**config.mk**
```make
export PLATFORM = sky130hd
export DESIGN_NAME = casc_irq_stat
export DESIGN_NICKNAME = d
export VERILOG_FILES = /design/src/rtl/casc_irq_pkg.sv /design/src/rtl/sync_edge_det.sv /design/src/rtl/stat_cell.sv /design/src/rtl/casc_irq_stat.sv
export SDC_FILE = /design/constraint.sdc
export NUM_CORES = 1
export LEC_CHECK = 0
export BUFFER_PORTS_ARGS = -buffer_cell sky130_fd_sc_hd__buf_2
export CORE_MARGIN = 5
export CORE_UTILIZATION = 45
export DETAILED_ROUTE_END_ITERATION = 10
export GPL_ROUTABILITY_DRIVEN = 0
export HOLD_SLACK_MARGIN = 0.05
export PLACE_DENSITY = 0.86
export SKIP_LAST_GASP = 1
export SYNTH_ARGS = -nofsm -noshare
export SYNTH_HDL_FRONTEND = slang
export SYNTH_HIERARCHICAL = 1
export SYNTH_SLANG_ARGS = --single-unit
```
**constraint.sdc**
```tcl
create_clock -name clk -period 1.8 [get_ports clk]
set_input_delay 0.27 -clock clk [delete_from_list [all_inputs] [get_ports clk]]
set_output_delay 0.27 -clock clk [all_outputs]
set_load 0.1 [all_outputs]
```
**src/rtl/casc_irq_pkg.sv**
```systemverilog
package casc_irq_pkg;

   localparam int unsigned STAT_W   = 32;
   localparam int unsigned EVT_W    = 25;
   localparam int unsigned BIT_SYNC = 31;
   localparam int unsigned BIT_ICE  = 29;
   localparam int unsigned BIT_MMU  = 28;
   localparam int unsigned BIT_OVF  = 25;

   typedef enum logic [1:0] {
      K_EVENT  = 2'd0,
      K_MMU    = 2'd1,
      K_OVF    = 2'd2,
      K_RSVD   = 2'd3
   } bit_kind_e;

   function automatic bit_kind_e kind_of(input int unsigned idx);
      if (idx == BIT_MMU)                         return K_MMU;
      if (idx == BIT_OVF)                         return K_OVF;
      if (idx == 30 || idx == 27 || idx == 26)    return K_RSVD;
      return K_EVENT;
   endfunction

endpackage

```
**src/rtl/sync_edge_det.sv**
```systemverilog
module sync_edge_det #(
   parameter int unsigned N_LINES = 2,
   parameter int unsigned STAGES  = 2
) (
   input  logic               clk,
   input  logic               rst_n,
   input  logic [N_LINES-1:0] raw_i,
   input  logic               embed_i,
   output logic               pulse_o
);

   logic [N_LINES-1:0] stage_q [STAGES];
   logic [N_LINES-1:0] prev_q;
   logic [N_LINES-1:0] rise;

   generate
      for (genvar s = 0; s < STAGES; s++) begin : g_stage
         if (s == 0) begin : g_first
            always_ff @(posedge clk or negedge rst_n) begin
               if (!rst_n) stage_q[s] <= '0;
               else        stage_q[s] <= raw_i;
            end
         end else begin : g_next
            always_ff @(posedge clk or negedge rst_n) begin
               if (!rst_n) stage_q[s] <= '0;
               else        stage_q[s] <= stage_q[s-1];
            end
         end
      end
   endgenerate

   always_ff @(posedge clk or negedge rst_n) begin
      if (!rst_n) prev_q <= '0;
      else        prev_q <= stage_q[STAGES-1];
   end

   assign rise    = stage_q[STAGES-1] & ~prev_q;
   assign pulse_o = (|rise) & ~embed_i;

endmodule

```
**src/rtl/stat_cell.sv**
```systemverilog
module stat_cell #(
   parameter casc_irq_pkg::bit_kind_e KIND = casc_irq_pkg::K_EVENT,
   parameter int unsigned SRC_W = 1
) (
   input  logic             clk,
   input  logic             rst_n,
   input  logic             set_i,
   input  logic             clr_i,
   input  logic [SRC_W-1:0] src_i,
   output logic             q_o
);
   import casc_irq_pkg::*;

   generate
      if (KIND == K_EVENT) begin : g_event
         logic q;
         logic unused_src;
         assign unused_src = |src_i;
         always_ff @(posedge clk or negedge rst_n) begin
            if (!rst_n) q <= 1'b0;
            else        q <= set_i | (q & ~clr_i);
         end
         assign q_o = q;
      end else if (KIND == K_OVF) begin : g_ovf
         logic q;
         logic src_nz;
         logic clr_ok;
         logic unused_set;
         assign unused_set = set_i;
         assign src_nz = |src_i;
         assign clr_ok = clr_i & ~src_nz;
         always_ff @(posedge clk or negedge rst_n) begin
            if (!rst_n) q <= 1'b0;
            else        q <= src_nz | (q & ~clr_ok);
         end
         assign q_o = q;
      end else if (KIND == K_MMU) begin : g_mmu
         logic unused_ctl;
         assign unused_ctl = set_i | clr_i | clk | rst_n;
         assign q_o = |src_i;
      end else begin : g_rsvd
         logic unused_all;
         assign unused_all = set_i | clr_i | clk | rst_n | (|src_i);
         assign q_o = 1'b0;
      end
   endgenerate

endmodule

```
**src/rtl/casc_irq_stat.sv**
```systemverilog
module casc_irq_stat #(
   parameter int unsigned ADDR_W      = 8,
   parameter int unsigned STAT_OFFS   = 'h10,
   parameter int unsigned ENA_OFFS    = 'h14,
   parameter int unsigned MMU_W       = 8,
   parameter int unsigned OVF_W       = 4,
   parameter int unsigned SYNC_STAGES = 2
) (
   input  logic                            clk,
   input  logic                            rst_n,
   input  logic                            bus_we,
   input  logic [ADDR_W-1:0]               bus_addr,
   input  logic [casc_irq_pkg::STAT_W-1:0] bus_wdata,
   output logic [casc_irq_pkg::STAT_W-1:0] bus_rdata,
   input  logic [casc_irq_pkg::EVT_W-1:0]  evt_pulse,
   input  logic                            ic_err,
   input  logic [MMU_W-1:0]                mmu_stat,
   input  logic [OVF_W-1:0]                ovf_src,
   input  logic                            hsync_raw,
   input  logic                            vsync_raw,
   input  logic                            embed_sync,
   output logic                            irq
);
   import casc_irq_pkg::*;

   localparam logic [ADDR_W-1:0] A_STAT = ADDR_W'(STAT_OFFS);
   localparam logic [ADDR_W-1:0] A_ENA  = ADDR_W'(ENA_OFFS);
   localparam int unsigned SRC_W = (MMU_W > OVF_W) ? MMU_W : OVF_W;

   generate
      if (SYNC_STAGES < 1) begin : g_chk_sync
         $error("SYNC_STAGES must be at least 1");
      end
      if (STAT_OFFS == ENA_OFFS) begin : g_chk_overlap
         $error("status and enable offsets collide");
      end
      if ((STAT_OFFS % 4) != 0 || (ENA_OFFS % 4) != 0) begin : g_chk_align
         $error("register offsets must be word aligned");
      end
      if (STAT_OFFS >= (1 << ADDR_W) || ENA_OFFS >= (1 << ADDR_W)) begin : g_chk_fit
         $error("register offsets exceed ADDR_W");
      end
      if (MMU_W < 1 || OVF_W < 1) begin : g_chk_src
         $error("secondary source widths must be nonzero");
      end
   endgenerate

   logic                wr_stat;
   logic                wr_ena;
   logic [STAT_W-1:0]   clr_vec;
   logic [STAT_W-1:0]   set_vec;
   logic [STAT_W-1:0]   stat_q;
   logic [STAT_W-1:0]   ena_q;
   logic                sync_pulse;
   logic [SRC_W-1:0]    mmu_ext;
   logic [SRC_W-1:0]    ovf_ext;

   assign wr_stat = bus_we && (bus_addr == A_STAT);
   assign wr_ena  = bus_we && (bus_addr == A_ENA);
   assign clr_vec = wr_stat ? bus_wdata : '0;
   assign mmu_ext = SRC_W'(mmu_stat);
   assign ovf_ext = SRC_W'(ovf_src);

   sync_edge_det #(
      .N_LINES (2),
      .STAGES  (SYNC_STAGES)
   ) u_sync (
      .clk     (clk),
      .rst_n   (rst_n),
      .raw_i   ({vsync_raw, hsync_raw}),
      .embed_i (embed_sync),
      .pulse_o (sync_pulse)
   );

   always_comb begin
      set_vec                = '0;
      set_vec[EVT_W-1:0]     = evt_pulse;
      set_vec[BIT_ICE]       = ic_err;
      set_vec[BIT_SYNC]      = sync_pulse;
   end

   generate
      for (genvar b = 0; b < STAT_W; b++) begin : g_bit
         localparam bit_kind_e KIND = kind_of(b);
         logic [SRC_W-1:0] src_b;
         if (KIND == K_MMU) begin : g_src_mmu
            assign src_b = mmu_ext;
         end else if (KIND == K_OVF) begin : g_src_ovf
            assign src_b = ovf_ext;
         end else begin : g_src_none
            assign src_b = '0;
         end
         stat_cell #(
            .KIND  (KIND),
            .SRC_W (SRC_W)
         ) u_cell (
            .clk   (clk),
            .rst_n (rst_n),
            .set_i (set_vec[b]),
            .clr_i (clr_vec[b]),
            .src_i (src_b),
            .q_o   (stat_q[b])
         );
      end
   endgenerate

   always_ff @(posedge clk or negedge rst_n) begin
      if (!rst_n)      ena_q <= '0;
      else if (wr_ena) ena_q <= bus_wdata;
   end

   assign irq = |(stat_q & ena_q);

   always_comb begin
      if (bus_addr == A_STAT)     bus_rdata = stat_q;
      else if (bus_addr == A_ENA) bus_rdata = ena_q;
      else                        bus_rdata = '0;
   end

endmodule

```
==> key figures <==
STA
  – Share of the clock period used by the worst path: 117%
  – RSZ-0062 raised after global routing: yes
  – Final min period: 2.11 ns
  – Setup slack after layout: -0.313 ns
  – Final setup fails: 33
  – Final hold vios: 0
  – Clk_skew: around 0.0063 ns
  – Max-slew violation count: 0
  – Max Fclk: approximately 470 MHz

Place
  – Port Buffers: 116
  – Cell total after placement: 532
  – Dpl hpwl: 7.30 mm

Clocking
  – Root buf cell: clkbuf_8
  – CTS tree: yes
  – Clock transition at path regs: ~0.08 ns
  – Clk sink count: 66
  – Total CTS buffers: 9
  – Skew-Pair Late Insertion Delay: ~0.32 ns
  – Number of H-tree levels: 3
  – Clock Tree Buf Depth: 2

Global routing
  – Met3 usage: between 4 and 5%
  – Largest net degree at the start of global routing: 67
  – Initial antenna violation count: 0
  – Grt total ovfl: 0
  – Layer with the highest usage: met2
  – M2 GR Usage: roughly 45%
  – Met1 usage in global routing: between 20 and 30%
  – GRT Total Usage: between 20% and 30%
  – Vias in the first global route: around 3400
  – First-pass GRT wire length: approximately 17 mm

Critical path
  – CP Max Fanout: 9
  – Critical path type: in2out
  – Worst Setup End Kind: output port
  – WP data required: ~1.5 ns
  – Arrival time worst endpoint: between 1.5 and 2 ns
  – Crit start category: input pin

Route
  – DRC: 0
  – Post-Route WL: 10.8 mm
  – ANT nets after route: 0
  – DR pass1 iterations: 4
  – Avg Vias per Cell: approximately 5.3
  – Wire length per cell: between 15 and 20 um
  – Via count: between 3000 and 4000
  – Initial DRC count: 135

Outcome
  – Failing checks: negative setup slack
  – Status: finished with violations

Floorplanning
  – Chip width: about 94 um
  – Starting Density: between 40% and 50%
  – IO Count: ~120
  – Vert. Die Dim: between 90 and 100 um
  – Die area: 8840 um^2
  – Row Count: 30
  – Core footprint: roughly 7000 um^2

Flow run
  – Max Cap Viol: 0

Final layout
  – Antenna cell count: 0
  – Nets: roughly 550
  – Layout area overhead: 75.2%
  – Finished Layout Cells: 562
  – Layout cells sized above 1: between 60% and 70%

Power and ir drop
  – Leak pwr: between 2 and 3 nW
  – Max VDD drop: 0.551 mV
  – Total power: approximately 3.4 mW
  – PwrDens: 608 nW/um^2

Yosys
  – Mapped Cells: about 270
  – Mapped Area: 3180 um^2
  – YS warnings: 6
  – Mapped Avg Cell Area: ~12 um^2

Min path
  – Min-Delay Path Class: in2reg
[routing by layer]
layer / share of wire, % / vias to the layer above
li1: - / 1371
met1: 37 / 1511
met2: 56 / 106
met3: 5.3 / 18
met4: 1.9 / 0
met5: 0 / -
[registers in the layout (all words and copies together), names as in the netlist]
signal	cells
g_bit.u_cell/q_o	28
u_sync/stage_q	4
ena_q	32
u_sync/prev_q	2
[where the power goes]
part           switching (mW)  internal [mW]  leakage [nW]  total [mW]
Combinational           0.252          0.219          1.79       0.471
Clock                   0.546          0.814         0.109        1.36
Sequential             0.0279           1.52         0.756        1.55
[worst max-delay path, cell delays in order]
cell,delay [ns]
buf_6,0.10
or4b_4,0.57
nor4_4,0.25
buf_6,0.19
buf_12,0.15
a22o_4,0.14
buf_12,0.17
[what timing repair did]
action / 4_1_cts / 5_1_grt
resized for setup: 19 / 10
pin swaps: 5 / 6
endpoints found under the hold margin: 67 / 1
gates cloned: 3 / 2
hold buffers: 2 / 1
endpoints found under the setup margin: 33 / 49
setup buffers: 4 / 3
[cell usage in the layout, fill, tap and decap left out]
cell type	n
and3_1	28
buf_6	6
a22oi_2	6
mux2_2	32
a21oi_2	1
buf_2	81
or4_4	1
clkbuf_16	2
nand2_1	1
clkinv_2	2
nand4_1	5
nor3_1	1
or4b_4	1
buf_8	2
bufinv_16	2
nor4_4	1
clkbuf_8	10
buf_4	61
clkinvlp_4	1
buf_12	38
nand2b_1	4
a21o_1	27
nand3_1	1
inv_1	27
nor3b_4	1
conb_1	7
clkbuf_1	1
a22o_4	32
nor4_1	1
a22oi_1	10
nor4b_1	1
dfrtp_1	66
nor4_2	3
dlygate4sd3_1	3
[path summary, 6_finish.rpt]
path | from | endpoint | slack [ns] | cells past startpoint
worst max-delay path | bus_addr[7] | bus_rdata[4] | -0.31 | 7
worst min-delay path | evt_pulse[19] | g_bit[19].u_cell/q_o | 0.12 | 2
worst max register to register | ena_q[21] | ena_q[21] | 0.88 | 2
worst min register to register | u_sync/stage_q[3] | u_sync/stage_q[1] | 0.35 | 0
max in group asynchronous | rst_n | g_bit[22].u_cell/q_o | 1.02 | 3
min in group asynchronous | rst_n | g_bit[12].u_cell/q_o | 0.48 | 3
[area by class of cell]
type                    instances  area [um^2]
clock buffers                  11          141
clock inverters                 5         77.6
fillers                       381         1270
inverters                      27          101
multi-input cells             164         1670
flip-flops and latches         66         1650
well taps                      96          120
repair buffers                193         1800
[metrics by stage]
stage | setup slack, ns | hold slack, ns | setup TNS (ns) | util [%] | cell area (um^2)
CTS | -0.357 | 0.0517 | -11.30 | 80.0 | 5470
global placement | -0.353 | 0.306 | -16.09 | 74.2 | 5070
detailed placement | -0.414 | 0.312 | -18.46 | 74.2 | 5070
floorplan | -0.269 | -0.0256 | -9.26 | - | 3470
global route | -0.364 | 0.108 | -11.73 | 81.5 | 5570
finish | -0.313 | 0.118 | -9.96 | 81.5 | 5570
(Power assumes the default switching activity.)
